[src/rtl/pcb_pkg.sv]
package pcb_pkg;
    typedef enum logic [1:0] {
        ENT_INV = 2'd0,
        ENT_VAL = 2'd1,
        ENT_SUP = 2'd2
    } ent_state_e;
endpackage

[src/rtl/pcb_entry.sv]
module pcb_entry
    import pcb_pkg::*;
#(
    parameter int AW = 26,
    parameter int DW = 64,
    parameter int EW = 4
) (
    input  logic          clk,
    input  logic          rst_n,
    input  logic          alloc_i,
    input  logic          merge_i,
    input  logic          sup_i,
    input  logic          drain_i,
    input  logic          val_valid_i,
    input  logic [EW-1:0] val_epoch_i,
    input  logic [AW-1:0] addr_i,
    input  logic [DW-1:0] data_i,
    input  logic [EW-1:0] epoch_i,
    output ent_state_e    state_o,
    output logic [AW-1:0] addr_o,
    output logic [DW-1:0] data_o,
    output logic [EW-1:0] epoch_o,
    output logic          ok_o
);
    ent_state_e    state_q, state_d;
    logic [AW-1:0] addr_q;
    logic [DW-1:0] data_q;
    logic [EW-1:0] epoch_q;
    logic          ok_q;

    // state register
    always_ff @(posedge clk) begin
        if (!rst_n) state_q <= ENT_INV;
        else        state_q <= state_d;
    end

    // transitions: ALLOC, MERGE (stays), SUPERSEDE, DRAIN
    always_comb begin
        state_d = state_q;
        unique case (state_q)
            ENT_INV: if (alloc_i) state_d = ENT_VAL;
            ENT_VAL: begin
                if (drain_i)    state_d = ENT_INV;
                else if (sup_i) state_d = ENT_SUP;
            end
            ENT_SUP: if (drain_i) state_d = ENT_INV;
            default: state_d = ENT_INV;
        endcase
    end

    // payload fields
    always_ff @(posedge clk) begin
        if (!rst_n) begin
            addr_q  <= '0;
            data_q  <= '0;
            epoch_q <= '0;
            ok_q    <= 1'b0;
        end else if (alloc_i) begin
            addr_q  <= addr_i;
            data_q  <= data_i;
            epoch_q <= epoch_i;
            ok_q    <= val_valid_i && (val_epoch_i == epoch_i);
        end else begin
            if (merge_i) data_q <= data_i;
            if (state_q != ENT_INV && val_valid_i && val_epoch_i == epoch_q)
                ok_q <= 1'b1;
        end
    end

    assign state_o = state_q;
    assign addr_o  = addr_q;
    assign data_o  = data_q;
    assign epoch_o = epoch_q;
    assign ok_o    = ok_q;
endmodule

[src/rtl/pcb_bloom.sv]
module pcb_bloom #(
    parameter int AW    = 26,
    parameter int SLOTS = 64,
    parameter int CW    = 3
) (
    input  logic          clk,
    input  logic          rst_n,
    input  logic          inc_en,
    input  logic [AW-1:0] inc_addr,
    input  logic          dec_en,
    input  logic [AW-1:0] dec_addr,
    input  logic [AW-1:0] q_addr,
    output logic          q_pass
);
    localparam int HB = $clog2(SLOTS);
    localparam logic [CW-1:0] CMAX = '1;

    function automatic logic [HB-1:0] hash_a(input logic [AW-1:0] a);
        logic [HB-1:0] h;
        h = '0;
        for (int b = 0; b < AW; b++) h[b % HB] = h[b % HB] ^ a[b];
        return h;
    endfunction

    function automatic logic [HB-1:0] hash_b(input logic [AW-1:0] a);
        logic [HB-1:0] h;
        h = '0;
        for (int b = 0; b < AW; b++)
            h[(b + b / HB + 1) % HB] = h[(b + b / HB + 1) % HB] ^ a[b];
        return h;
    endfunction

    logic [CW-1:0] cnt_q [SLOTS];
    logic [HB-1:0] ia, ib, da, db, qa, qb;

    assign ia = hash_a(inc_addr);
    assign ib = hash_b(inc_addr);
    assign da = hash_a(dec_addr);
    assign db = hash_b(dec_addr);
    assign qa = hash_a(q_addr);
    assign qb = hash_b(q_addr);

    for (genvar s = 0; s < SLOTS; s++) begin : g_slot
        logic [CW+1:0] up, dn, sum, nxt;
        always_comb begin
            up  = {{(CW+1){1'b0}}, inc_en && ia == HB'(s)}
                + {{(CW+1){1'b0}}, inc_en && ib == HB'(s)};
            dn  = {{(CW+1){1'b0}}, dec_en && da == HB'(s)}
                + {{(CW+1){1'b0}}, dec_en && db == HB'(s)};
            sum = {2'b00, cnt_q[s]} + up;
            if (cnt_q[s] == CMAX)          nxt = {2'b00, CMAX};
            else if (sum < dn)             nxt = '0;
            else if (sum - dn > {2'b00, CMAX}) nxt = {2'b00, CMAX};
            else                           nxt = sum - dn;
        end
        always_ff @(posedge clk) begin
            if (!rst_n) cnt_q[s] <= '0;
            else        cnt_q[s] <= nxt[CW-1:0];
        end
    end

    assign q_pass = (cnt_q[qa] != '0) && (cnt_q[qb] != '0);
endmodule

[src/rtl/postcommit_wbuf.sv]
module postcommit_wbuf
    import pcb_pkg::*;
#(
    parameter int ENTRIES = 8,
    parameter int AW      = 26,
    parameter int DW      = 64,
    parameter int EW      = 4,
    parameter int FSLOTS  = 64,
    parameter int FCW     = 3
) (
    input  logic                       clk,
    input  logic                       rst_n,
    input  logic                       st_valid,
    input  logic [AW-1:0]              st_addr,
    input  logic [DW-1:0]              st_data,
    input  logic [EW-1:0]              st_epoch,
    output logic                       st_ready,
    input  logic                       val_valid,
    input  logic [EW-1:0]              val_epoch,
    input  logic                       lk_valid,
    input  logic [AW-1:0]              lk_addr,
    input  logic                       lk_remote,
    input  logic                       lk_l1_ptr,
    output logic                       rsp_valid,
    output logic                       rsp_searched,
    output logic                       rsp_hit,
    output logic [DW-1:0]              rsp_data,
    output logic [$clog2(ENTRIES)-1:0] rsp_idx,
    output logic                       rsp_set_ptr,
    output logic                       wb_valid,
    output logic [AW-1:0]              wb_addr,
    output logic [DW-1:0]              wb_data,
    input  logic                       wb_ready
);
    localparam int IW   = $clog2(ENTRIES);
    localparam int CNTW = IW + 1;
    localparam logic [CNTW-1:0] FULL = CNTW'(ENTRIES);

    ent_state_e    ent_st    [ENTRIES];
    logic [AW-1:0] ent_addr  [ENTRIES];
    logic [DW-1:0] ent_data  [ENTRIES];
    logic [EW-1:0] ent_epoch [ENTRIES];
    logic          ent_ok    [ENTRIES];

    logic [IW-1:0]   head_q, tail_q;
    logic [CNTW-1:0] count_q;
    logic [ENTRIES-1:0] st_vmatch, st_merge, lk_vmatch;
    logic [ENTRIES-1:0] alloc_v, merge_v, sup_v, drain_v;
    logic do_store, merge_any, do_alloc, wb_fire, f_pass, search;

    assign st_ready  = (count_q != FULL);
    assign do_store  = st_valid && st_ready;
    assign merge_any = |st_merge;
    assign do_alloc  = do_store && !merge_any;

    assign wb_valid = (count_q != '0) && (ent_st[head_q] != ENT_INV) && ent_ok[head_q];
    assign wb_addr  = ent_addr[head_q];
    assign wb_data  = ent_data[head_q];
    assign wb_fire  = wb_valid && wb_ready;

    for (genvar i = 0; i < ENTRIES; i++) begin : g_ent
        assign st_vmatch[i] = (ent_st[i] == ENT_VAL) && (ent_addr[i] == st_addr);
        assign st_merge[i]  = st_vmatch[i] && (ent_epoch[i] == st_epoch) && !ent_ok[i];
        assign lk_vmatch[i] = (ent_st[i] == ENT_VAL) && (ent_addr[i] == lk_addr);
        assign alloc_v[i]   = do_alloc && (tail_q == IW'(i));
        assign merge_v[i]   = do_store && st_merge[i];
        assign sup_v[i]     = do_alloc && st_vmatch[i];
        assign drain_v[i]   = wb_fire && (head_q == IW'(i));

        pcb_entry #(.AW(AW), .DW(DW), .EW(EW)) u_entry (
            .clk        (clk),
            .rst_n      (rst_n),
            .alloc_i    (alloc_v[i]),
            .merge_i    (merge_v[i]),
            .sup_i      (sup_v[i]),
            .drain_i    (drain_v[i]),
            .val_valid_i(val_valid),
            .val_epoch_i(val_epoch),
            .addr_i     (st_addr),
            .data_i     (st_data),
            .epoch_i    (st_epoch),
            .state_o    (ent_st[i]),
            .addr_o     (ent_addr[i]),
            .data_o     (ent_data[i]),
            .epoch_o    (ent_epoch[i]),
            .ok_o       (ent_ok[i])
        );
    end

    // ring pointers: allocation at tail, write-back at head
    always_ff @(posedge clk) begin
        if (!rst_n) begin
            head_q  <= '0;
            tail_q  <= '0;
            count_q <= '0;
        end else begin
            if (do_alloc) tail_q <= tail_q + 1'b1;
            if (wb_fire)  head_q <= head_q + 1'b1;
            count_q <= count_q + CNTW'(do_alloc) - CNTW'(wb_fire);
        end
    end

    pcb_bloom #(.AW(AW), .SLOTS(FSLOTS), .CW(FCW)) u_filter (
        .clk     (clk),
        .rst_n   (rst_n),
        .inc_en  (do_alloc),
        .inc_addr(st_addr),
        .dec_en  (wb_fire),
        .dec_addr(wb_addr),
        .q_addr  (lk_addr),
        .q_pass  (f_pass)
    );

    // parallel match: at most one bit of lk_vmatch is set, so OR-merge suffices
    logic          lk_any;
    logic [DW-1:0] lk_data;
    logic [IW-1:0] lk_idx;
    always_comb begin
        lk_any  = |lk_vmatch;
        lk_data = '0;
        lk_idx  = '0;
        for (int i = 0; i < ENTRIES; i++) begin
            lk_data = lk_data | (lk_vmatch[i] ? ent_data[i] : '0);
            lk_idx  = lk_idx  | (lk_vmatch[i] ? IW'(i) : '0);
        end
    end

    assign search = lk_valid && !lk_l1_ptr && f_pass;

    always_ff @(posedge clk) begin
        if (!rst_n) begin
            rsp_valid    <= 1'b0;
            rsp_searched <= 1'b0;
            rsp_hit      <= 1'b0;
            rsp_data     <= '0;
            rsp_idx      <= '0;
            rsp_set_ptr  <= 1'b0;
        end else begin
            rsp_valid    <= lk_valid;
            rsp_searched <= search;
            rsp_hit      <= search && lk_any;
            rsp_data     <= (search && lk_any) ? lk_data : '0;
            rsp_idx      <= (search && lk_any) ? lk_idx : '0;
            rsp_set_ptr  <= search && lk_any && !lk_remote;
        end
    end
endmodule

[config.mk]
export PLATFORM = sky130hd
export DESIGN_NAME = postcommit_wbuf
export DESIGN_NICKNAME = d
export VERILOG_FILES = /design/src/rtl/pcb_pkg.sv /design/src/rtl/pcb_entry.sv /design/src/rtl/pcb_bloom.sv /design/src/rtl/postcommit_wbuf.sv
export SDC_FILE = /design/constraint.sdc
export NUM_CORES = 2
export LEC_CHECK = 0
export BUFFER_PORTS_ARGS = -buffer_cell sky130_fd_sc_hd__buf_2
export CORE_ASPECT_RATIO = 1.4
export CORE_MARGIN = 4
export CORE_UTILIZATION = 50
export DETAILED_ROUTE_END_ITERATION = 8
export PLACE_DENSITY_LB_ADDON = 0.3
export SETUP_SLACK_MARGIN = 0.4
export SLEW_MARGIN = 20
export SYNTH_ARGS = -nofsm -noshare
export SYNTH_HDL_FRONTEND = slang
export SYNTH_SLANG_ARGS = --single-unit
[constraint.sdc]
create_clock -name clk -period 8.58 [get_ports clk]
set_input_delay 2.145 -clock clk [delete_from_list [all_inputs] [get_ports clk]]
set_output_delay 2.145 -clock clk [all_outputs]
set_load 0.005 [all_outputs]
==> results.toml <==
[outcome]
outcome = "complete, no violations"

[yosys]
synth_area_mm2 = 0.0688
synth_nets = 8433
synthTopCellsByArea = "dfxtp_1 (31%), mux2i_1 (9.1%), ha_1 (7.3%), mux4_2 (6.3%), nand2_1 (6.1%)"
yosys_warnings = 0
seq_area_frac_synth_pct = 30.5
synth_top_flop_cell = "dfxtp_1"
synth.top_cell.area_share_pct = 30.5
ys_ff_latch = 1049
yosysTopAreaCell = "dfxtp_1"
synth.most_common_cell = "nand2_1"
synth.distinct_cells = 70
synth_edf_count = 0
synth_async_sr_flop_share_pct = 0
synth_common_cells = "nand2_1 (1117), dfxtp_1 (1049), mux2i_1 (623), nor2_1 (576), inv_1 (511)"
syn_inst = 7770
avgSynthCellArea_um2 = 8.86

[pwr]
p_comb_share_pct = 21.7
leakagePower_nw = 32.4
vdd_ir_drop_max_mv = 0.226
power_density_mw_per_mm2 = 172
internal-power_w = 0.00866
netSwitchingPower_w = 0.00436
p_seq_share_pct = 40.7
p_clk_share_pct = 37.6
switching_share_pct = 33.5

[sta]
hold_viol_final = 0
finalCriticalPeriod_ns = 7.68
fmax_ghz = 0.130
rsz0062_at_grt = "false"
relSlewSlack_pct = 14.5
drv_slew = 0
finalCritPeriodShare_pct = 89.5
setup_viol = 0
finalClockSkew_ns = 0.0682
finalSetupTns_ns = 0
setup_ws_ns = 0.898
max_slew.worst_pin.slew_ns = 1.25

[setup_path]
path_buf_inv = 5
crit_family = "simple AND/OR/NAND/NOR gates"
startpoint_type = "primary input"
path_cells = "buf_2 > buf_4 > xor2_1 > nor4_1 > nand4_1 > nor3_1 > nor4_2 > and3_1 > nand3_1 > buf_4 > nor2_1 > ha_1 > ha_1 > inv_1 > fa_1 > inv_1 > ha_1 > a211oi_1 > nand2b_1 > a22o_1 > a21oi_1"
cp_slowest_cell = "nor3_1"
critical_path_required_ns = 9.18
end_kind = "flop"
crit_type = "primary input to flop"
cp_max_fo = 13
slowest_delay_ns = 0.84
path_common_cell = "ha_1"
worstPathArrival_ns = 8.28

[route]
antenna_left = 0
vias = 61500
drtPass1Iterations = 8
wl_per_cell_um = 26.9
drt_iter0_drc = 7171
drc = 0
post_drt_via_cell_ratio = 6.36
totalWireLength_um = 260000

[global_route]
grt_pass1_vias = 61500
grt_pass1_wl_um = 386000
overflow = 0
track_usage_pct = 35.3
grt_max_degree = 164
antenna_found_initial = 31

[cts]
insertion_delay_ns = 0.80
cts_tree = "done"
hold_buffers = 0
cts_root_buf = "clkbuf_16"
path_clk_slew_ns = 0.06
cts-buffers-inserted = 107
cts_setup_buffers = 0
clock_path_buffers = 3
ctsResizeCount = 0
cts_max_level = 3
cts.sinks = 1049

[floorplanning]
die-area_mm2 = 0.144
die_y_um = 447
coreArea_mm2 = 0.136
initial_core_util_pct = 50.5
io_pins = 295
die_w_um = 322
rows = 160

[placed_design]
dp_slack_ns = 0.459
io_buffer_count = 294
place_congestion = 1.06
dp_hpwl_um = 171000
numPlacedInstances = 9464

[worst_hold_path]
hp-class = "flop to flop"

[flow_run]
cap_violations = 0

[finish]
syn_to_final_growth_pct = 9.72
layout-drive-gt1-share_pct = 12.1
nets = 8454
fin_util_pct = 55.4
finalNonFillerCells = 9674
logic make-up after synthesis:
logic type	synth area share (%)
xor+xnor	9.25
mux	15.6
simple gates	14.5
compound gates	12.9
buf+inv	6.01
fa+ha+maj	11.2
flops	30.5
worst paths after layout:
| check | start | end | slack [ns] | cells after the start |
|---|---|---|---|---|
| min reg2reg | g_ent[6].u_entry.data_o[28] | g_ent[6].u_entry.data_o[28] | 0.47 | 2 |
| min | g_ent[6].u_entry.data_o[28] | g_ent[6].u_entry.data_o[28] | 0.47 | 2 |
| max | st_addr[7] | u_filter.cnt_q[30][1] | 0.90 | 21 |
| max reg2reg | head_q[1] | u_filter.cnt_q[18][0] | 2.03 | 16 |
sequential cells by signal, indices dropped and copies added, names as in the netlist:
name / count
rsp_set_ptr: 1
rsp_data: 64
g_ent.u_entry.addr_o: 208
g_ent.u_entry.state_o: 16
u_filter.cnt_q: 192
count_q: 4
rsp_searched: 1
rsp_hit: 1
g_ent.u_entry.ok_o: 8
rsp_idx: 3
rsp_valid: 1
tail_q: 3
head_q: 3
g_ent.u_entry.epoch_o: 32
g_ent.u_entry.data_o: 512
routing by layer:
metal / routed length, µm / global-route usage [%]
met3: 27700 / 8.34
met5: 123 / 0
met1: 96800 / 42.8
met2: 117000 / 56.4
met4: 18500 / 22.4
power by group through the flow:
stage | Sequential [W] | Clock (W) | Combinational (W)
global placement | 0.00538 | 0 | 0.00271
floorplan | 0.00531 | 0 | 0.00171
detailed placement | 0.00539 | 0 | 0.00273
CTS | 0.00528 | 0.00495 | 0.00274
finish | 0.00529 | 0.00490 | 0.00283
global route | 0.00531 | 0.00514 | 0.00293
area by class of cell:
type | count | area [µm²]
fillers | 12300 | 60800
flip-flops and latches | 1049 | 21000
inverters | 514 | 1940
clock inverters | 51 | 608
repair buffers | 419 | 2730
clock buffers | 144 | 3020
diodes | 15 | 37.5
multi-input cells | 5700 | 44000
well taps | 1782 | 2230
through the flow:
step | cell area, µm² | hold slack, ns | power, W
finish | 75500 | 0.471 | 0.0130
CTS | 75500 | 0.472 | 0.0130
detailed placement | 71900 | 0.462 | 0.00812
global placement | 71900 | 0.454 | 0.00809
floorplan | 68800 | 0.444 | 0.00702
global route | 75500 | 0.489 | 0.0134
cells in the final DEF, fill, tap and decap left out, types with 73 or more instances in the layout:
cell type / count
nand3_1: 229
xnor2_1: 304
a221oi_1: 128
nor4_1: 100
nand2_1: 1113
inv_1: 511
nor3_1: 80
o21ai_0: 196
mux4_2: 194
dfxtp_1: 1046
buf_4: 100
mux2i_1: 623
nor2_1: 576
ha_1: 402
xor2_1: 396
clkbuf_16: 107
a211oi_1: 73
a21oi_1: 449
fa_1: 129
a22o_1: 148
buf_2: 293
tightest hold or removal path, cell delays in order, from the launching register on:
cell     delay, ns
dfxtp_1       0.32
nand2_1       0.05
mux2i_1       0.05
No activity file was read; power rests on OpenSTA's default activity.
